### config.mk
export PLATFORM = sky130hd
export DESIGN_NAME = spi_csq_master
export DESIGN_NICKNAME = d
export VERILOG_FILES = /design/src/rtl/spi_csq_pkg.sv /design/src/rtl/spi_csq_fifo.sv /design/src/rtl/spi_csq_engine.sv /design/src/rtl/spi_csq_regs.sv /design/src/rtl/spi_csq_master.sv
export SDC_FILE = /design/constraint.sdc
export NUM_CORES = 1
export LEC_CHECK = 0
export BUFFER_PORTS_ARGS = -buffer_cell sky130_fd_sc_hd__buf_2
export CAP_MARGIN = 20
export CORE_MARGIN = 4
export CORE_UTILIZATION = 50
export DETAILED_ROUTE_END_ITERATION = 8
export GPL_TIMING_DRIVEN = 0
export PLACE_DENSITY = 0.67
export SYNTH_ARGS = -nofsm -noshare
export SYNTH_HDL_FRONTEND = slang
export SYNTH_SLANG_ARGS = --single-unit
### constraint.sdc
create_clock -name clk -period 7.1 [get_ports clk]
set_clock_uncertainty 0.1 [all_clocks]
set_input_delay 1.42 -clock clk [delete_from_list [all_inputs] [get_ports clk]]
set_output_delay 1.42 -clock clk [all_outputs]
set_load 0.01 [all_outputs]
### src/rtl/spi_csq_pkg.sv
package spi_csq_pkg;

    localparam int CS_LINES = 5;
    localparam int BYTE_W   = 8;

    // register word addresses
    localparam logic [1:0] ADDR_CTRL = 2'd0;
    localparam logic [1:0] ADDR_STAT = 2'd1;
    localparam logic [1:0] ADDR_PUSH = 2'd2;
    localparam logic [1:0] ADDR_POP  = 2'd3;

    // push word fields
    localparam int PUSH_SEL_LSB = 16;
    localparam int PUSH_EOQ_BIT = 29;
    localparam int PUSH_CNT_BIT = 30;

    // control fields
    localparam int CTRL_EN_BIT   = 0;
    localparam int CTRL_FLTX_BIT = 1;
    localparam int CTRL_FLRX_BIT = 2;
    localparam int CTRL_DIV_LSB  = 8;
    localparam int CTRL_IDL_LSB  = 16;

    // status fields
    localparam int STAT_BUSY_BIT = 0;
    localparam int STAT_RXC_LSB  = 4;
    localparam int STAT_TXC_LSB  = 12;
    localparam int STAT_EOQ_BIT  = 16;
    localparam int STAT_OVF_BIT  = 17;

    typedef struct packed {
        logic                cont;
        logic                eoq;
        logic [CS_LINES-1:0] sel;
        logic [BYTE_W-1:0]   data;
    } txq_entry_t;

    typedef enum logic [2:0] {
        ENG_IDLE,
        ENG_LOW,
        ENG_HIGH,
        ENG_TAIL,
        ENG_HOLD
    } eng_state_t;

endpackage

### src/rtl/spi_csq_fifo.sv
module spi_csq_fifo #(
    parameter  int WIDTH = 8,
    parameter  int DEPTH = 4,
    localparam int AW    = (DEPTH > 1) ? $clog2(DEPTH) : 1,
    localparam int CW    = $clog2(DEPTH + 1)
) (
    input  logic             clk,
    input  logic             rst_n,
    input  logic             clr,
    input  logic             push,
    input  logic [WIDTH-1:0] wdata,
    input  logic             pop,
    output logic [WIDTH-1:0] rdata,
    output logic [CW-1:0]    count,
    output logic             full,
    output logic             empty
);

    logic [WIDTH-1:0] mem [DEPTH];
    logic [AW-1:0]    wptr;
    logic [AW-1:0]    rptr;
    logic             do_push;
    logic             do_pop;

    function automatic logic [AW-1:0] ptr_step(input logic [AW-1:0] p);
        return (p == AW'(DEPTH - 1)) ? '0 : p + 1'b1;
    endfunction

    assign full    = (count == CW'(DEPTH));
    assign empty   = (count == '0);
    assign do_push = push && !full;
    assign do_pop  = pop && !empty;
    assign rdata   = mem[rptr];

    always_ff @(posedge clk or negedge rst_n) begin
        if (!rst_n) begin
            wptr  <= '0;
            rptr  <= '0;
            count <= '0;
        end else if (clr) begin
            wptr  <= '0;
            rptr  <= '0;
            count <= '0;
        end else begin
            if (do_push) wptr <= ptr_step(wptr);
            if (do_pop)  rptr <= ptr_step(rptr);
            unique case ({do_push, do_pop})
                2'b10:   count <= count + 1'b1;
                2'b01:   count <= count - 1'b1;
                default: count <= count;
            endcase
        end
    end

    always_ff @(posedge clk) begin
        if (do_push && !clr) mem[wptr] <= wdata;
    end

endmodule

### src/rtl/spi_csq_engine.sv
module spi_csq_engine
    import spi_csq_pkg::*;
#(
    parameter int DIV_W = 8
) (
    input  logic                clk,
    input  logic                rst_n,
    input  logic                enable,
    input  logic                abort,
    input  logic [DIV_W-1:0]    div,
    input  logic                q_empty,
    input  txq_entry_t          q_head,
    output logic                q_pop,
    input  logic                miso,
    output logic                sck,
    output logic                mosi,
    output logic [CS_LINES-1:0] sel_active,
    output logic                busy,
    output logic                done,
    output logic                done_eoq,
    output logic [BYTE_W-1:0]   rx_byte
);

    localparam logic [2:0] LAST_BIT = 3'(BYTE_W - 1);

    eng_state_t          state;
    eng_state_t          nxt;
    logic [DIV_W-1:0]    tmr;
    logic                tmr_zero;
    logic [2:0]          bitc;
    logic [BYTE_W-1:0]   txsh;
    logic [BYTE_W-1:0]   rxsh;
    logic [CS_LINES-1:0] sel_q;
    logic                cur_cont;
    logic                cur_eoq;
    logic                launch;

    assign tmr_zero = (tmr == '0);
    assign launch   = !abort && enable && !q_empty &&
                      ((state == ENG_IDLE) || (state == ENG_HOLD));

    // next state
    always_comb begin
        nxt  = state;
        done = 1'b0;
        if (abort) begin
            nxt = ENG_IDLE;
        end else begin
            unique case (state)
                ENG_IDLE: if (launch) nxt = ENG_LOW;
                ENG_LOW:  if (tmr_zero) nxt = ENG_HIGH;
                ENG_HIGH: if (tmr_zero) nxt = (bitc == LAST_BIT) ? ENG_TAIL : ENG_LOW;
                ENG_TAIL: if (tmr_zero) begin
                    done = 1'b1;
                    nxt  = cur_cont ? ENG_HOLD : ENG_IDLE;
                end
                ENG_HOLD: if (launch) nxt = ENG_LOW;
                default:  nxt = ENG_IDLE;
            endcase
        end
    end

    // state register
    always_ff @(posedge clk or negedge rst_n) begin
        if (!rst_n) state <= ENG_IDLE;
        else        state <= nxt;
    end

    // outputs and datapath
    always_ff @(posedge clk or negedge rst_n) begin
        if (!rst_n) begin
            sck      <= 1'b0;
            tmr      <= '0;
            bitc     <= '0;
            txsh     <= '0;
            rxsh     <= '0;
            sel_q    <= '0;
            cur_cont <= 1'b0;
            cur_eoq  <= 1'b0;
        end else if (abort) begin
            sck   <= 1'b0;
            tmr   <= '0;
            bitc  <= '0;
            sel_q <= '0;
        end else if (launch) begin
            sck      <= 1'b0;
            tmr      <= div;
            bitc     <= '0;
            txsh     <= q_head.data;
            sel_q    <= q_head.sel;
            cur_cont <= q_head.cont;
            cur_eoq  <= q_head.eoq;
        end else begin
            unique case (state)
                ENG_LOW: begin
                    if (tmr_zero) begin
                        sck  <= 1'b1;
                        rxsh <= {rxsh[BYTE_W-2:0], miso};
                        tmr  <= div;
                    end else begin
                        tmr <= tmr - 1'b1;
                    end
                end
                ENG_HIGH: begin
                    if (tmr_zero) begin
                        sck <= 1'b0;
                        tmr <= div;
                        if (bitc != LAST_BIT) begin
                            txsh <= {txsh[BYTE_W-2:0], 1'b0};
                            bitc <= bitc + 1'b1;
                        end
                    end else begin
                        tmr <= tmr - 1'b1;
                    end
                end
                ENG_TAIL: begin
                    if (tmr_zero) begin
                        if (!cur_cont) sel_q <= '0;
                    end else begin
                        tmr <= tmr - 1'b1;
                    end
                end
                default: ;
            endcase
        end
    end

    assign q_pop      = launch;
    assign mosi       = txsh[BYTE_W-1];
    assign sel_active = sel_q;
    assign busy       = (state != ENG_IDLE);
    assign done_eoq   = done && cur_eoq;
    assign rx_byte    = rxsh;

endmodule

### src/rtl/spi_csq_regs.sv
module spi_csq_regs
    import spi_csq_pkg::*;
#(
    parameter  int             DEPTH   = 4,
    parameter  int             DIV_W   = 8,
    parameter  logic [DIV_W-1:0] DIV_RST = 3,
    localparam int             CW      = $clog2(DEPTH + 1)
) (
    input  logic                clk,
    input  logic                rst_n,
    input  logic                reg_we,
    input  logic                reg_re,
    input  logic [1:0]          reg_addr,
    input  logic [31:0]         reg_wdata,
    output logic [31:0]         reg_rdata,
    output logic                enable,
    output logic [DIV_W-1:0]    div,
    output logic [CS_LINES-1:0] idle_lvl,
    output logic                flush_tx,
    output logic                flush_rx,
    output logic                push_req,
    output txq_entry_t          push_entry,
    output logic                pop_req,
    input  logic [CW-1:0]       tx_count,
    input  logic                tx_full,
    input  logic [CW-1:0]       rx_count,
    input  logic [BYTE_W-1:0]   rx_head,
    input  logic                rx_empty,
    input  logic                busy,
    input  logic                done_eoq,
    output logic                eoq_flag,
    output logic                ovf_flag
);

    logic wr_ctrl;
    logic wr_stat;
    logic unused_wbits;

    assign wr_ctrl  = reg_we && (reg_addr == ADDR_CTRL);
    assign wr_stat  = reg_we && (reg_addr == ADDR_STAT);
    assign push_req = reg_we && (reg_addr == ADDR_PUSH);
    assign pop_req  = reg_re && (reg_addr == ADDR_POP);
    assign flush_tx = wr_ctrl && reg_wdata[CTRL_FLTX_BIT];
    assign flush_rx = wr_ctrl && reg_wdata[CTRL_FLRX_BIT];

    assign push_entry.data = reg_wdata[BYTE_W-1:0];
    assign push_entry.sel  = reg_wdata[PUSH_SEL_LSB +: CS_LINES];
    assign push_entry.eoq  = reg_wdata[PUSH_EOQ_BIT];
    assign push_entry.cont = reg_wdata[PUSH_CNT_BIT];

    assign unused_wbits = ^{reg_wdata[31], reg_wdata[28:21], reg_wdata[15:8],
                            reg_wdata[7:3]};

    always_ff @(posedge clk or negedge rst_n) begin
        if (!rst_n) begin
            enable   <= 1'b0;
            div      <= DIV_RST;
            idle_lvl <= '1;
        end else if (wr_ctrl) begin
            enable   <= reg_wdata[CTRL_EN_BIT];
            div      <= reg_wdata[CTRL_DIV_LSB +: DIV_W];
            idle_lvl <= reg_wdata[CTRL_IDL_LSB +: CS_LINES];
        end
    end

    always_ff @(posedge clk or negedge rst_n) begin
        if (!rst_n) begin
            eoq_flag <= 1'b0;
            ovf_flag <= 1'b0;
        end else begin
            if (done_eoq)
                eoq_flag <= 1'b1;
            else if (wr_stat && reg_wdata[STAT_EOQ_BIT])
                eoq_flag <= 1'b0;
            if (push_req && tx_full)
                ovf_flag <= 1'b1;
            else if (wr_stat && reg_wdata[STAT_OVF_BIT])
                ovf_flag <= 1'b0;
        end
    end

    always_comb begin
        reg_rdata = '0;
        unique case (reg_addr)
            ADDR_CTRL: begin
                reg_rdata[CTRL_EN_BIT]                = enable;
                reg_rdata[CTRL_DIV_LSB +: DIV_W]      = div;
                reg_rdata[CTRL_IDL_LSB +: CS_LINES]   = idle_lvl;
            end
            ADDR_STAT: begin
                reg_rdata[STAT_BUSY_BIT]       = busy;
                reg_rdata[STAT_RXC_LSB +: 4]   = 4'(rx_count);
                reg_rdata[STAT_TXC_LSB +: 4]   = 4'(tx_count);
                reg_rdata[STAT_EOQ_BIT]        = eoq_flag;
                reg_rdata[STAT_OVF_BIT]        = ovf_flag;
            end
            ADDR_POP: begin
                if (!rx_empty) reg_rdata[BYTE_W-1:0] = rx_head;
            end
            default: reg_rdata = '0;
        endcase
    end

endmodule

### src/rtl/spi_csq_master.sv
module spi_csq_master
    import spi_csq_pkg::*;
#(
    parameter  int               QDEPTH  = 4,
    parameter  int               DIV_W   = 8,
    parameter  logic [DIV_W-1:0] DIV_RST = 3,
    localparam int               CW      = $clog2(QDEPTH + 1),
    localparam int               EW      = $bits(txq_entry_t)
) (
    input  logic        clk,
    input  logic        rst_n,
    input  logic        reg_we,
    input  logic        reg_re,
    input  logic [1:0]  reg_addr,
    input  logic [31:0] reg_wdata,
    output logic [31:0] reg_rdata,
    output logic        sck,
    output logic        mosi,
    input  logic        miso,
    output logic [4:0]  cs_o
);

    logic                enable;
    logic [DIV_W-1:0]    div;
    logic [CS_LINES-1:0] idle_lvl;
    logic                flush_tx;
    logic                flush_rx;
    logic                push_req;
    txq_entry_t          push_entry;
    logic                pop_req;
    logic [CW-1:0]       tx_count;
    logic                tx_full;
    logic                tx_empty;
    logic [EW-1:0]       tx_head_bits;
    txq_entry_t          tx_head;
    logic                tx_pop;
    logic [CW-1:0]       rx_count;
    logic                rx_full;
    logic                rx_empty;
    logic [BYTE_W-1:0]   rx_head;
    logic                busy;
    logic                done;
    logic                done_eoq;
    logic [BYTE_W-1:0]   rx_byte;
    logic [CS_LINES-1:0] sel_active;
    logic                eoq_flag;
    logic                ovf_flag;
    logic                unused_rx_full;

    assign tx_head        = txq_entry_t'(tx_head_bits);
    assign cs_o           = idle_lvl ^ sel_active;
    assign unused_rx_full = rx_full;

    spi_csq_regs #(
        .DEPTH   (QDEPTH),
        .DIV_W   (DIV_W),
        .DIV_RST (DIV_RST)
    ) u_regs (
        .clk        (clk),
        .rst_n      (rst_n),
        .reg_we     (reg_we),
        .reg_re     (reg_re),
        .reg_addr   (reg_addr),
        .reg_wdata  (reg_wdata),
        .reg_rdata  (reg_rdata),
        .enable     (enable),
        .div        (div),
        .idle_lvl   (idle_lvl),
        .flush_tx   (flush_tx),
        .flush_rx   (flush_rx),
        .push_req   (push_req),
        .push_entry (push_entry),
        .pop_req    (pop_req),
        .tx_count   (tx_count),
        .tx_full    (tx_full),
        .rx_count   (rx_count),
        .rx_head    (rx_head),
        .rx_empty   (rx_empty),
        .busy       (busy),
        .done_eoq   (done_eoq),
        .eoq_flag   (eoq_flag),
        .ovf_flag   (ovf_flag)
    );

    spi_csq_fifo #(
        .WIDTH (EW),
        .DEPTH (QDEPTH)
    ) u_txq (
        .clk   (clk),
        .rst_n (rst_n),
        .clr   (flush_tx),
        .push  (push_req),
        .wdata (push_entry),
        .pop   (tx_pop),
        .rdata (tx_head_bits),
        .count (tx_count),
        .full  (tx_full),
        .empty (tx_empty)
    );

    spi_csq_fifo #(
        .WIDTH (BYTE_W),
        .DEPTH (QDEPTH)
    ) u_rxq (
        .clk   (clk),
        .rst_n (rst_n),
        .clr   (flush_rx),
        .push  (done),
        .wdata (rx_byte),
        .pop   (pop_req),
        .rdata (rx_head),
        .count (rx_count),
        .full  (rx_full),
        .empty (rx_empty)
    );

    spi_csq_engine #(
        .DIV_W (DIV_W)
    ) u_eng (
        .clk        (clk),
        .rst_n      (rst_n),
        .enable     (enable),
        .abort      (flush_tx),
        .div        (div),
        .q_empty    (tx_empty),
        .q_head     (tx_head),
        .q_pop      (tx_pop),
        .miso       (miso),
        .sck        (sck),
        .mosi       (mosi),
        .sel_active (sel_active),
        .busy       (busy),
        .done       (done),
        .done_eoq   (done_eoq),
        .rx_byte    (rx_byte)
    );

endmodule

=== Yosys cells after proc, flatten, opt, wreduce, memory -nomap -nowiden ===
Memories as Yosys holds them, arrays and structs flattened.
Index checks and enable logic that the tools add are counted.

* Register bits after elaboration: 68
* Bits in writable memories: 92
* Output and inout port bits: 39
* Word-level logic and storage cells: 187
* Memories: 2

{| class="wikitable"
|+ Memories
! name !! depth !! width !! rd ports !! clocked after Yosys merged registers in !! write ports !! line !! text
|-
| u_txq.mem || 4 || 15 || 1 || 0 || 1 || spi_csq_fifo.sv:19 || <nowiki>logic [WIDTH-1:0] mem [DEPTH];</nowiki>
|-
| u_rxq.mem || 4 || 8 || 1 || 0 || 1 || spi_csq_fifo.sv:19 ||
|}

* $add $sub $neg: 10
* Equal/unequal tests: 27
* Multiplexer cells: 66
* Bitwise gates (word level): 3
* Reductions and logical operators: 59

{| class="wikitable"
|+ Operators by type and width
! operator !! number
|-
| $mux W8 || 9
|-
| $mux W3 || 15
|-
| $mux W2 || 13
|-
| $mux W5 || 5
|-
| $reduce_bool A3 Y1 || 7
|-
| $logic_and A1 B1 Y1 || 19
|-
| $reduce_bool A2 Y1 || 9
|-
| $eq A2 B2 Y1 const B || 8
|-
| $pmux W8 S2 || 1
|-
| $mux W1 || 15
|-
| $eq A3 B3 Y1 const B || 4
|-
| $ne A3 B1 Y1 const B || 4
|-
| $pmux W3 S2 || 2
|-
| $pmux W3 S4 || 1
|-
| $pmux W6 S2 || 1
|-
| $reduce_and A4 Y1 || 3
|-
| $add A3 B1 Y3 const B || 3
|-
| $logic_not A3 Y1 || 3
|-
| $reduce_and A3 Y1 || 3
|-
| $add A2 B1 Y2 const B || 4
|-
| $logic_not A8 Y1 || 1
|-
| $ne A4 B2 Y1 const B || 2
|-
| $pmux W4 S2 || 1
|-
| $reduce_bool A4 Y1 || 2
|-
| 18 further kinds || 30
|}

=== Depth between registers and ports, before layout ===
* Depth after elaboration: 11
* Gate-level depth with buffers: 10
* Gate-level depth less buffers: 9

=== Cells and area by module ===
Synthesis repeated with hierarchy kept, for this count alone.

* Cells, all modules: 564
* Area, all modules: 7845.0 um2

{| class="wikitable"
|+ Modules (own cells, without submodules)
! module !! instances !! cells an instance !! area each (um2) !! sequential area each (um2)
|-
| spi_csq_fifo (u_txq) || 1 || 144 || 2742.6 || 1976.9
|-
| spi_csq_engine || 1 || 196 || 2138.3 || 950.9
|-
| spi_csq_fifo (u_rxq) || 1 || 109 || 1786.7 || 1136.1
|-
| spi_csq_regs || 1 || 110 || 1133.6 || 409.1
|-
| spi_csq_master || 1 || 5 || 43.8 || 0.0
|}

=== Worst setup path before layout ===
Ideal clock, no wire load.

* Path type: input port to flip-flop
* From: input reg_addr[1]
* To: register u_txq.count[2]
* Setup time: 77 ps
* Data arrival time: 3556 ps
* Required time: 6923 ps
* Setup slack: 3367 ps
* Cell stages on the path: 10
* Cells stage by stage: buf_2 -> nand4bb_2 -> nand4_4 -> inv_1 -> buf_1 -> ha_1 -> fa_1 -> xnor2_1 -> or3_1 -> a21oi_1

* Word-level cells in the longest chain between the ends: 11
* Elaborated cells on any way between the ends: 16

{| class="wikitable"
|+ Ends and longest elaborated chain
! item !! line !! text
|-
| start: declaration || spi_csq_master.sv:14 || <nowiki>input logic [1:0] reg_addr,</nowiki>
|-
| $logic_not A2 Y1 || spi_csq_regs.sv:39 || <nowiki>assign wr_ctrl = reg_we && (reg_addr == ADDR_CTRL);</nowiki>
|-
| $logic_and A1 B1 Y1 || spi_csq_regs.sv:39 ||
|-
| $logic_and A1 B1 Y1 || spi_csq_regs.sv:43 || <nowiki>assign flush_tx = wr_ctrl && reg_wdata[CTRL_FLTX_BIT];</nowiki>
|-
| $logic_not A1 Y1 || spi_csq_engine.sv:39 || <nowiki>assign launch = !abort && enable && !q_empty &&</nowiki>
|-
| $logic_and A1 B1 Y1 (3 in a row) || spi_csq_engine.sv:39 ||
|-
| $logic_and A1 B1 Y1 || spi_csq_fifo.sv:32 || <nowiki>assign do_pop = pop && !empty;</nowiki>
|-
| $eq A2 B1 Y1 or $eq A2 B2 Y1 (tied branches) || spi_csq_fifo.sv:47 || <nowiki>unique case ({do_push, do_pop})</nowiki>
|-
| $pmux W3 S2 || spi_csq_fifo.sv:47 ||
|-
| $mux W3 || spi_csq_fifo.sv:40 || <nowiki>end else if (clr) begin</nowiki>
|-
| end signal: assignment || spi_csq_fifo.sv:48 || <nowiki>2'b10: count <= count + 1'b1;</nowiki>
|-
| end signal: assignment || spi_csq_fifo.sv:49 || <nowiki>2'b01: count <= count - 1'b1;</nowiki>
|-
| end signal: assignment || spi_csq_fifo.sv:50 || <nowiki>default: count <= count;</nowiki>
|-
| end: declaration || spi_csq_fifo.sv:14 || <nowiki>output logic [CW-1:0] count,</nowiki>
|}

Several ways; a longest one is shown, not always the timed one.
A chain may end at the register's enable or synchronous reset.

=== Worst setup path after layout ===
* From: input reg_addr[0]
* To: output reg_rdata[10]

* Word-level cells in the longest chain between the ends: 2

{| class="wikitable"
|+ Ends and longest elaborated chain
! item !! line !! text
|-
| $logic_not A2 Y1 || spi_csq_regs.sv:84 || <nowiki>unique case (reg_addr)</nowiki>
|-
| $mux W4 || spi_csq_regs.sv:84 ||
|-
| end: declaration || spi_csq_master.sv:16 || <nowiki>output logic [31:0] reg_rdata,</nowiki>
|}

Every way passes these cells.

==> qor.yml <==
die:
  start_util: 0.5082
  row_count: 44
  die_w_um: 129.3
  die-area_sq_um: 16720
  die_height_um: 129.3
  coreArea_sq_um: 14480
  io-pin-count: 78
synthesis:
  synthMuxAreaShare: 0.1354
  ys_warn_count: 0
  netlist_area_sq_um: 7358
  syn_inst: 516
  synth_compound_area_frac: 0.06172
  synth_ff_type: "edfxtp_1"
  synth_edf_count: 92
  syn_area_per_cell_sq_um: 14.26
  synth_top_family_by_area: "multiplexers"
  ys_seq_area_frac: 0.6079
  synthSimpleGateAreaFrac: 0.1132
  synth_cell_types: 68
  synth-xor-area-share: 0.01071
  async_reset_ff_frac: 0.4250
  synthTopCellsByArea: "edfxtp_1 (38%), dfrtp_1 (21%), mux4_2 (7.0%), mux2_2 (3.4%), mux2i_1 (3.1%)"
  synth_top_area_cell: "edfxtp_1"
  synth_top_cell_area_share: 0.3754
  synth-adder-area-share: 0.03095
  ys_ff_latch: 160
detailed_routing:
  first_iter_violations: 196
  drc: 0
  wirelength_um: 15220
  vias_per_cell: 5.533
  ant_nets: 0
  vias: 4421
  dr.pass1.iters: 4
  routedWlPerCell_um: 19.05
cells_and_area:
  layoutNonFillerInstCount: 799
  regArea_sq_um: 4473
  layout.nets: 658
  antenna_cells: 0
  final_cell_mix: "edfxtp_1 (92), buf_2 (62), dfrtp_1 (61)"
  drive_gt1_frac: 0.2959
  multi_input_comb_area_sq_um: 2631
  fillers: 1141
  mostFrequentLayoutCell: "edfxtp_1"
  area_delta_synth_final_pct: 15.47
critical_path:
  worstPathRequired_ns: 5.58
  reg2reg_setup_slack_ns: 4.09
  cpMostUsedCell: "buf_2"
  worst_ep_arrival_time_ns: 2.84
  cp-startpoint: "reg_addr[0]"
  crit_fanout: 10
  path_class: "primary input to output port"
  slowest_delay_ns: 0.52
  path_buf_inv: 3
  slowest_stage: "clkbuf_1"
  cp_top_family: "buffers and inverters"
  cp-end-kind: "output port"
  reg2reg_from: "u_txq.count[2]$_DFFE_PN0P_"
  r2r_end: "u_txq.count[2]$_DFFE_PN0P_"
  start_kind: "primary input"
  crit_chain: "buf_2 > clkbuf_1 > nor2_1 > and2_1 > buf_2"
  reg2regPathDepth: 9
place:
  port_buffers: 56
  dp.cells: 767
  hpwl_um: 10400
  gp_congestion: 0.8726
power:
  vdd_ir_drop_max_v: 0.0001982
  power_density_nw_per_um2: 359.9
  leakage_nw: 3.489
timing:
  fin_setup_tns_ns: 0
  period_needed_ns: 4.355
  max_freq_mhz: 229.6
  rsz0062_at_grt: "false"
  hold_violations: 0
  relSlewSlack: 0.4368
  setup_violations: 0
  min_period_over_period: 0.6134
  worstMarginPinSlew_ns: 0.8448
  maxSlewViolCount: 0
hold_path:
  hold_path_end: "u_regs.eoq_flag$_DFFE_PN0P_"
  worstHoldStart: "u_regs.eoq_flag$_DFFE_PN0P_"
  hold_depth: 2
  hold_class: "flop to flop"
cts:
  htreeDepth: 4
  path_clk_slew_ns: 0.06
  cts_buffer_depth: 2
  holdBufCountCts: 0
  cts_tree: "done"
  cts_root_buf: "clkbuf_16"
  clock-sinks: 160
  cts_buffers: 17
  cts_resized: 0
  cts_setup_buffers: 0
  clock_latency_ns: 0.42
global_route:
  overflow: 0
  grt_pass1_vias: 4666
  grt_pass1_wl_um: 24560
  antenna_found_initial: 0
  grt_max_degree: 69
  grt_use_total: 0.1952
job:
  drv_cap: 0
outcome:
  outcome: "finished, final reports clean"
[logic make-up after synthesis]
family | after synthesis
XOR/XNOR | 9
other | 1
AND/OR/NAND/NOR | 140
adder cells (fa/ha/maj) | 17
multiplexers | 68
flip-flops | 160
buffers and inverters | 51
AO/OA/AOI/OAI | 70
[how the worst max path moves through the flow]
stage / endpoint / slack, ns / cells past startpoint
floorplan: u_txq.count[2]$_DFFE_PN0P_ / 3.37 / 10
global placement: reg_rdata[18] / 2.76 / 5
detailed placement: reg_rdata[10] / 2.76 / 5
CTS: reg_rdata[10] / 2.76 / 5
global route: reg_rdata[20] / 2.64 / 5
finish: reg_rdata[10] / 2.74 / 5
[routing by layer]
metal  vias to the layer above  part of all wire  routed length, um  global-route usage
met5                         -                 0                  0                   0
met1                      2250              0.44               6654              0.2599
met4                         0             0.012                182             0.05991
met3                        11             0.041                624             0.04452
li1                       2074                 -                  -                   -
met2                        86              0.51               7762              0.3226
[per-stage QoR]
stage	util	setup WS [ns]	total power, mW	area, sq um	hold WS [ns]
finish	0.5868	2.745	3.058	8497	0.3766
global route	0.5868	2.636	3.245	8497	0.4133
CTS	0.5868	2.756	3.080	8497	0.3793
detailed placement	0.5481	2.763	2.210	7936	0.3663
global placement	0.5461	2.763	2.168	7906	0.3581
floorplan	-	3.367	1.942	7396	0.3368
[layout make-up]
type | instances | share of cell area
flip-flops and latches | 160 | 0.5264
multi-input cells | 315 | 0.3097
clock buffers | 26 | 0.05890
repair buffers | 57 | 0.03652
well taps | 184 | 0.02709
plain buffers | 33 | 0.02636
inverters | 18 | 0.007952
clock inverters | 6 | 0.007068
[power breakdown]
part | internal [mW] | switching, mW | leakage [nW]
registers | 1.14 | 0.133 | 1.70
logic | 0.427 | 0.492 | 1.52
clock network | 0.521 | 0.345 | 0.269
[flip-flops by register name (all words and copies together), names as in the netlist, 3 cells and up]
signal and flops:
u_txq.count 3, u_eng.txsh 8, u_eng.rx_byte 8, u_eng.state 3
u_regs.idle_lvl 5, u_eng.bitc 3, u_regs.div 8, u_eng.tmr 8
u_eng.sel_active 5, u_rxq.count 3, u_rxq.mem 32, u_txq.mem 60
[cell usage after synthesis (4+ instances only)]
cell type and number:
o21ai_0 15, buf_2 7, and2_1 22, inv_1 17
o31ai_1 4, nand3_1 9, edfxtp_1 92, nand4_1 4
clkbuf_1 7, o22ai_1 8, nor3_1 6, nand2_1 39
nor2b_1 5, buf_4 11, dfstp_2 7, mux2i_1 23
ha_1 15, and3_1 5, mux4_2 23, dfrtp_1 61
a31oi_1 4, a22o_1 7, nor2_1 20, a21oi_1 18
xor2_1 7, buf_6 4, mux2_2 22
[tightest hold or removal path, cell delays in order, from the launching register on]
cell	delay (ns)
dfrtp_1	0.34
nand2_1	0.06
nand2_1	0.05
No activity file was read; power rests on OpenSTA's default activity.
